### src/rtl/zw_pkg.sv
package zw_pkg;

  localparam logic [6:0] OPC_WORD_REG = 7'b0111011;
  localparam logic [6:0] OPC_WORD_IMM = 7'b0011011;

  localparam logic [6:0] F7_ADD_ZW    = 7'b0000101;
  localparam logic [6:0] F7_SUB_ZW    = 7'b0100101;
  localparam logic [6:0] F7_ADD_MIX   = 7'b0000100;
  localparam logic [5:0] F6_SHL_ZW    = 6'b000010;

  localparam logic [2:0] F3_REG_ARITH = 3'b000;
  localparam logic [2:0] F3_IMM_ADD   = 3'b100;
  localparam logic [2:0] F3_SHL       = 3'b001;

  typedef enum logic [2:0] {
    ZOP_NONE   = 3'd0,
    ZOP_ADD_ZW = 3'd1,
    ZOP_SUB_ZW = 3'd2,
    ZOP_ADD_MX = 3'd3,
    ZOP_ADDI_Z = 3'd4,
    ZOP_SHL_ZW = 3'd5
  } zop_e;

  typedef struct packed {
    zop_e        op;
    logic        illegal;
    logic [4:0]  rd;
    logic [11:0] imm;
    logic [5:0]  shamt;
  } zdec_t;

endpackage

### src/rtl/zw_decoder.sv
module zw_decoder
  import zw_pkg::*;
(
  input  logic [31:0] insn_i,
  input  logic        ext_en_i,
  output zdec_t       dec_o
);

  logic [6:0] opc;
  logic [2:0] f3;
  logic [6:0] f7;
  logic [5:0] f6;
  zop_e       raw_op;

  assign opc = insn_i[6:0];
  assign f3  = insn_i[14:12];
  assign f7  = insn_i[31:25];
  assign f6  = insn_i[31:26];

  always_comb begin
    raw_op = ZOP_NONE;
    if (opc == OPC_WORD_REG && f3 == F3_REG_ARITH) begin
      unique case (f7)
        F7_ADD_ZW:  raw_op = ZOP_ADD_ZW;
        F7_SUB_ZW:  raw_op = ZOP_SUB_ZW;
        F7_ADD_MIX: raw_op = ZOP_ADD_MX;
        default:    raw_op = ZOP_NONE;
      endcase
    end else if (opc == OPC_WORD_IMM && f3 == F3_IMM_ADD) begin
      raw_op = ZOP_ADDI_Z;
    end else if (opc == OPC_WORD_IMM && f3 == F3_SHL && f6 == F6_SHL_ZW) begin
      raw_op = ZOP_SHL_ZW;
    end
  end

  always_comb begin
    dec_o.rd    = insn_i[11:7];
    dec_o.imm   = insn_i[31:20];
    dec_o.shamt = insn_i[25:20];
    if (raw_op == ZOP_NONE || !ext_en_i) begin
      dec_o.op      = ZOP_NONE;
      dec_o.illegal = 1'b1;
    end else begin
      dec_o.op      = raw_op;
      dec_o.illegal = 1'b0;
    end
  end

endmodule

### src/rtl/zw_shifter.sv
module zw_shifter #(
  parameter int XLEN = 64,
  localparam int SHW = $clog2(XLEN)
) (
  input  logic [XLEN-1:0] val_i,
  input  logic [SHW-1:0]  amt_i,
  output logic [XLEN-1:0] val_o
);

  logic [XLEN-1:0] stage [SHW+1];

  assign stage[0] = val_i;

  for (genvar k = 0; k < SHW; k++) begin : g_stage
    assign stage[k+1] = amt_i[k] ? (stage[k] << (1 << k)) : stage[k];
  end

  assign val_o = stage[SHW];

endmodule

### src/rtl/zw_datapath.sv
module zw_datapath
  import zw_pkg::*;
#(
  parameter int XLEN = 64,
  parameter int WLEN = 32,
  localparam int SHW = $clog2(XLEN)
) (
  input  zdec_t           dec_i,
  input  logic [XLEN-1:0] rs1_i,
  input  logic [XLEN-1:0] rs2_i,
  output logic [XLEN-1:0] result_o
);

  logic [XLEN-1:0] rs1_zw;
  logic [XLEN-1:0] imm_sx;
  logic [XLEN-1:0] opa;
  logic [XLEN-1:0] opb;
  logic            sub;
  logic [XLEN-1:0] sum;
  logic [XLEN-1:0] sum_zw;
  logic [XLEN-1:0] shl;

  assign rs1_zw = {{(XLEN-WLEN){1'b0}}, rs1_i[WLEN-1:0]};
  assign imm_sx = {{(XLEN-12){dec_i.imm[11]}}, dec_i.imm};

  always_comb begin
    sub = (dec_i.op == ZOP_SUB_ZW);
    opa = (dec_i.op == ZOP_ADD_MX) ? rs1_zw : rs1_i;
    unique case (dec_i.op)
      ZOP_ADDI_Z: opb = imm_sx;
      ZOP_SUB_ZW: opb = ~rs2_i;
      default:    opb = rs2_i;
    endcase
  end

  assign sum    = opa + opb + {{(XLEN-1){1'b0}}, sub};
  assign sum_zw = {{(XLEN-WLEN){1'b0}}, sum[WLEN-1:0]};

  zw_shifter #(.XLEN(XLEN)) shl_i (
    .val_i (rs1_zw),
    .amt_i (dec_i.shamt[SHW-1:0]),
    .val_o (shl)
  );

  always_comb begin
    unique case (dec_i.op)
      ZOP_ADD_ZW, ZOP_SUB_ZW, ZOP_ADDI_Z: result_o = sum_zw;
      ZOP_ADD_MX:                         result_o = sum;
      ZOP_SHL_ZW:                         result_o = shl;
      default:                            result_o = '0;
    endcase
  end

endmodule

### src/rtl/zw_out_reg.sv
module zw_out_reg #(
  parameter int XLEN = 64
) (
  input  logic            clk,
  input  logic            rst_n,
  input  logic            en_i,
  input  logic [XLEN-1:0] result_i,
  input  logic [4:0]      rd_i,
  input  logic            illegal_i,
  output logic            valid_o,
  output logic [XLEN-1:0] result_o,
  output logic [4:0]      rd_o,
  output logic            illegal_o
);

  logic            valid_d;
  logic [XLEN-1:0] result_d;
  logic [4:0]      rd_d;
  logic            illegal_d;

  always_comb begin
    valid_d   = en_i;
    result_d  = result_o;
    rd_d      = rd_o;
    illegal_d = illegal_o;
    if (en_i) begin
      result_d  = result_i;
      rd_d      = rd_i;
      illegal_d = illegal_i;
    end
  end

  always_ff @(posedge clk or negedge rst_n) begin
    if (!rst_n) begin
      valid_o   <= 1'b0;
      result_o  <= '0;
      rd_o      <= '0;
      illegal_o <= 1'b0;
    end else begin
      valid_o   <= valid_d;
      result_o  <= result_d;
      rd_o      <= rd_d;
      illegal_o <= illegal_d;
    end
  end

endmodule

### src/rtl/zext_word_alu.sv
module zext_word_alu
  import zw_pkg::*;
#(
  parameter int XLEN = 64,
  parameter int WLEN = 32
) (
  input  logic            clk,
  input  logic            rst_n,
  input  logic            ext_en_i,
  input  logic            in_valid_i,
  input  logic [31:0]     insn_i,
  input  logic [XLEN-1:0] rs1_i,
  input  logic [XLEN-1:0] rs2_i,
  output logic            out_valid_o,
  output logic [XLEN-1:0] result_o,
  output logic [4:0]      rd_o,
  output logic            illegal_o
);

  zdec_t           dec;
  logic [XLEN-1:0] alu_res;

  zw_decoder dec_i (
    .insn_i   (insn_i),
    .ext_en_i (ext_en_i),
    .dec_o    (dec)
  );

  zw_datapath #(.XLEN(XLEN), .WLEN(WLEN)) dp_i (
    .dec_i    (dec),
    .rs1_i    (rs1_i),
    .rs2_i    (rs2_i),
    .result_o (alu_res)
  );

  zw_out_reg #(.XLEN(XLEN)) oreg_i (
    .clk       (clk),
    .rst_n     (rst_n),
    .en_i      (in_valid_i),
    .result_i  (alu_res),
    .rd_i      (dec.rd),
    .illegal_i (dec.illegal),
    .valid_o   (out_valid_o),
    .result_o  (result_o),
    .rd_o      (rd_o),
    .illegal_o (illegal_o)
  );

endmodule

### config.mk
export PLATFORM = sky130hd
export DESIGN_NAME = zext_word_alu
export DESIGN_NICKNAME = d
export VERILOG_FILES = /design/src/rtl/zw_pkg.sv /design/src/rtl/zw_decoder.sv /design/src/rtl/zw_shifter.sv /design/src/rtl/zw_datapath.sv /design/src/rtl/zw_out_reg.sv /design/src/rtl/zext_word_alu.sv
export SDC_FILE = /design/constraint.sdc
export NUM_CORES = 1
export LEC_CHECK = 0
export BUFFER_PORTS_ARGS = -buffer_cell sky130_fd_sc_hd__buf_2
export CAP_MARGIN = 20
export CELL_PAD_IN_SITES_DETAIL_PLACEMENT = 2
export CELL_PAD_IN_SITES_GLOBAL_PLACEMENT = 2
export CORE_ASPECT_RATIO = 0.7
export CORE_UTILIZATION = 29
export CTS_BUF_LIST = sky130_fd_sc_hd__clkbuf_4 sky130_fd_sc_hd__clkbuf_8
export DETAILED_ROUTE_END_ITERATION = 10
export PLACE_DENSITY = 0.91
export SLEW_MARGIN = 20
export SYNTH_ARGS = -nofsm -noshare
export SYNTH_HDL_FRONTEND = slang
export SYNTH_SLANG_ARGS = --single-unit
### constraint.sdc
create_clock -name clk -period 0.9 [get_ports clk]
set_input_delay 0.09 -clock clk [delete_from_list [all_inputs] [get_ports clk]]
set_output_delay 0.09 -clock clk [all_outputs]
set_load 0.02 [all_outputs]
==> flow_metrics.tcl, run 1 <==
set metrics [dict create \
    clkSinkCount 71 \
    io_pins 235 \
    cts_buffer_depth 2 \
    die_y_um 158.1 \
    postCtsSetupBuffers 103 \
    place.gp.congestion 1.052 \
    lastStage "clock tree synthesis" \
    fp.dieW_um 225.1 \
    hpwl_um 63520 \
    htreeDepth 3 \
    cts-root-buf "clkbuf_8" \
    synth_top_area_frac 0.1759 \
    hold_buffers 6 \
    syn-num-nets 1563 \
    cts_resized 425 \
    stop_error "[ERROR DPL-0033] detailed placement checks failed during check placement." \
    fp-row-count 56 \
    initial_core_util 0.2978 \
    mappedNetlistArea_um2 10100 \
    yosysSeqAreaShare 0.1759 \
    io_buffers 228 \
    synth_cells 1334 \
    yosys_warnings 0 \
    synth-async-reset-ratio 1.000 \
    cts_buffers 9 \
    yosysUniqueCellTypes 80 \
    avgSynthCellArea_um2 7.571 \
    yosys-top-cells-area "dfrtp_1 (18%), ha_1 (7.8%), nand2_1 (7.3%), a21oi_1 (5.4%), o211ai_1 (5.3%)" \
    status "did not finish" \
    synth_edf_count 0 \
    yosysTopAreaCell "dfrtp_1" \
    ys.flop_type "dfrtp_1" \
    ys_seq_elements 71 \
]
==> synth_stat cells, drive strengths merged (8+ instances only) <==
master	count
a211oi	8
nor2	97
mux2i	43
inv	30
ha	63
a22o	8
nand2b	8
nand3	16
o21a	16
o22ai	20
nand2	197
xnor2	31
nand4	18
nor2b	17
buf	25
xor2	22
a21oi	109
mux4	22
o21bai	12
o211ai	71
and2	41
a22oi	40
clkbuf	74
dfrtp	71
o2bb2ai	28
o21ai	82
mux2	20
nor3	19
a221o	17
a21o	17
==> cells by family after synthesis <==
group / synth area share
AO/OA/AOI/OAI: 0.3283
AND/OR/NAND/NOR: 0.2029
XOR/XNOR: 0.04596
flip-flops: 0.1759
multiplexers: 0.1140
buffers and inverters: 0.05092
adder cells (fa/ha/maj): 0.08201
==> per-stage QoR <==
| step | setup WS (ns) | cells | instance area [um2] | hold WS [ns] | TNS (ns) |
|---|---|---|---|---|---|
| 2_1_floorplan | -3.504 | 1334 | 10400 | -0.2056 | -181.19 |
| 3_5_place_dp | -4.749 | 2424 | 15470 | 0.06823 | -252.35 |
| 3_3_place_gp | -3.921 | 2424 | 15470 | 0.04931 | -220.07 |
==> inputs of run 2 (changes only) <==
Settings changed: CELL_PAD_IN_SITES_DETAIL_PLACEMENT 2 to default, CELL_PAD_IN_SITES_GLOBAL_PLACEMENT 2 to default, CORE_ASPECT_RATIO 0.7 to default, CORE_UTILIZATION 29 to 40, CTS_BUF_LIST sky130_fd_sc_hd__clkbuf_4 sky130_fd_sc_hd__clkbuf_8 to default, PLACE_DENSITY 0.91 to default, PLACE_DENSITY_LB_ADDON from default to 0.15.
Clock period 0.9 ns to 1.2 ns, I/O delays scaled along.
==> run 2 against run 1 <==
Net effect: the flow now finishes, with violations (setup timing); synthesized area did not move; synthesized cell count did not move.
==> flow_metrics.tcl, run 2 <==
set metrics [dict create \
    antenna_found_initial 0 \
    grt-ovfl-total 0 \
    synth_common_cells "nand2_1 (197), a21oi_1 (108), nor2_1 (97), o21ai_0 (78), clkbuf_1 (73)" \
    grt_pass1_vias 12680 \
    vias 13200 \
    required_ns 1.42 \
    io_buffers 228 \
    drive_above_1_share 0.5010 \
    io_pins 235 \
    r2r_start "oreg_i.result_o[63]$_DFFE_PN0P_" \
    fin_area_um2 16990 \
    wl_um 46500 \
    ys_seq_elements 71 \
    power.total_mw 12.38 \
    p_int_mw 7.593 \
    min_from "insn_i[8]" \
    pwr-share-clk 0.218 \
    syn-num-nets 1563 \
    synth-async-reset-ratio 1.000 \
    finalNonFillerCells 2312 \
    setup_ws_ns -3.236 \
    switching_power_mw 4.789 \
    die_area_um2 25890 \
    synth_edf_count 0 \
    combPwrFrac 0.587 \
    cts-root-buf "clkbuf_16" \
    via_per_inst 5.708 \
    yosysSeqAreaShare 0.1759 \
    arrival_ns 4.65 \
    path_max_fanout 13 \
    relSlewSlack 0.5803 \
    cts_buffers 9 \
    cap_violations 0 \
    slew_viol_final 0 \
    peakVddDrop_uv 657.1 \
    grt_max_degree 58 \
    grt.total_usage 0.3487 \
    place.gp.congestion 0.9480 \
    rsz0062_at_grt "true" \
    setup_tns_ns -179.24 \
    p_sw_frac 0.3868 \
    yosysUniqueCellTypes 80 \
    power.density_nw_per_um2 728.7 \
    violations "setup timing" \
    critPathLaunchType "input port" \
    drt_iter0_drc 1219 \
    finalCritPeriodShare 3.697 \
    core_um2 24530 \
    regMostFlops "oreg_i.result_o" \
    critPathCaptureType "flop" \
    antennaDiodeCount 0 \
    post-route-drc-count 0 \
    cts_tree "done" \
    postLayoutCoreUtil 0.6926 \
    top_regs "oreg_i.result_o (64), oreg_i.rd_o (5)" \
    yosysMostFrequentCell "nand2_1" \
    areaGrowthSynthToFinish_pct 68.24 \
    htreeDepth 3 \
    wl_per_cell_um 20.11 \
    grt_pass1_wl_um 69880 \
    ys.flop_type "dfrtp_1" \
    max_freq_mhz 225.4 \
    clkSinkCount 71 \
    mappedNetlistArea_um2 10100 \
    status "complete, but fails checks" \
    ant_nets 0 \
    fp-row-count 57 \
    hold_class "in -> reg" \
    p_leak_nw 8.122 \
    finalHoldViolations 0 \
    yosysTopAreaCell "dfrtp_1" \
    worst_pin_slew_ns 0.6282 \
    avgSynthCellArea_um2 7.571 \
    synth_cells 1334 \
    yosys-top-cells-area "dfrtp_1 (18%), ha_1 (7.8%), nand2_1 (7.3%), a21oi_1 (5.4%), o211ai_1 (5.3%)" \
    yosys_warnings 0 \
    largest_reg_flops 64 \
    dr.pass1.iters 6 \
    crit_type "in -> reg" \
    place_area_um2 15100 \
    mostFrequentLayoutCell "buf_4" \
    cp-startpoint "insn_i[28]" \
    place_inst 2259 \
    skew_ns 0 \
    final_cell_mix "buf_4 (460), buf_2 (226), nand2_1 (188), nor2_1 (89)" \
    clock_latency_ns 0.34 \
    synth_top_area_frac 0.1759 \
    setup_viol 65 \
    hpwl_um 37110 \
    die_y_um 160.9 \
    cts_buffer_depth 2 \
    initial_core_util 0.4117 \
    clkTransAtPathRegs_ns 0.06 \
    finalCriticalPeriod_ns 4.436 \
    fp.dieW_um 160.9 \
    final_net_count 2212 \
    sequentialPowerShare 0.195 \
]
==> run 2: cell counts after synthesis <==
Identical to the previous run, type by type.
==> run 2: layout make-up <==
type | count | area (um2)
repair buffers | 734 | 5259
flip-flops and latches | 71 | 1777
clock buffers | 9 | 225.2
clock inverters | 7 | 72.57
multi-input cells | 1136 | 9136
fillers | 2094 | 7542
inverters | 31 | 116.4
well taps | 324 | 405.4
==> run 2: worst max-delay path, stage by stage <==
cell and delay (ns):
buf_6 0.09, or4b_4 0.59, buf_6 0.15, nor4_4 0.18, o21ai_2 0.13, nor3b_4 0.23
buf_6 0.19, buf_6 0.13, nand2_4 0.06, buf_12 0.14, o211ai_1 0.09, ha_1 0.31
a21o_1 0.23, a21oi_2 0.15, o32ai_2 0.10, a311oi_2 0.24, buf_4 0.17, a31oi_2 0.07
buf_4 0.16, o21ai_4 0.20, o31a_1 0.27, buf_6 0.15, o31a_1 0.17, mux2i_1 0.21
a21oi_1 0.10
==> run 2: routing by layer <==
layer	vias up	part of all wire	global-route usage
met1	6377	0.45	0.4866
met3	45	0.064	0.04365
met2	467	0.47	0.5776
li1	6307	-	-
met5	-	0	0
met4	0	0.016	0.06561
==> run 2: power by group through the flow <==
stage	clock, mW	sequential [mW]	combinational (mW)
floorplan	0	2.49	2.95
global placement	0	2.46	6.19
detailed placement	0	2.46	6.25
CTS	2.71	2.42	6.75
global route	2.82	2.42	7.73
finish	2.70	2.42	7.27
==> run 2: stage by stage <==
stage,hold WS (ns),setup WS (ns)
2_1_floorplan,-0.1756,-3.234
3_3_place_gp,0.1350,-3.795
3_5_place_dp,0.1377,-3.864
4_1_cts,0.008274,-3.210
5_1_grt,0.01092,-3.354
6_report,0.01388,-3.236
==> run 2: path summary, 6_finish.rpt <==
| check | endpoint | cells after the start | slack (ns) |
|---|---|---|---|
| setup / recovery | oreg_i.result_o[63]$_DFFE_PN0P_ | 25 | -3.24 |
| hold / removal | oreg_i.rd_o[1]$_DFFE_PN0P_ | 2 | 0.01 |
| setup reg to reg | oreg_i.result_o[63]$_DFFE_PN0P_ | 3 | 0.15 |
| hold reg to reg | oreg_i.illegal_o$_DFFE_PN0P_ | 1 | 0.47 |
| max in group asynchronous | oreg_i.result_o[34]$_DFFE_PN0P_ | 3 | 0.57 |
| min in group asynchronous | oreg_i.result_o[35]$_DFFE_PN0P_ | 3 | 0.32 |
==> run 2: repair_timing <==
item / CTS / global route
hold buffers: 1 / 0
cloned: 1 / 3
pin swaps: 94 / 86
setup buffers: 27 / 24
endpoints found under the setup margin: 65 / 65
resized for setup: 144 / 100
endpoints found under the hold margin: 71 / 0
==> run 2: logic make-up (layout without fill, tap and decap cells) <==
group / count (synthesis) / in the layout / share of synthesized area
AOI/OAI and AO/OA: 486 / 486 / 0.3283
and+or+nand+nor: 444 / 447 / 0.2029
buffers and inverters: 130 / 781 / 0.05092
muxes: 85 / 85 / 0.1140
DFF: 71 / 71 / 0.1759
adders and majority gates: 65 / 65 / 0.08201
xor gates and xnor gates: 53 / 53 / 0.04596
Note: power is estimated with default switching activity, not from simulation.
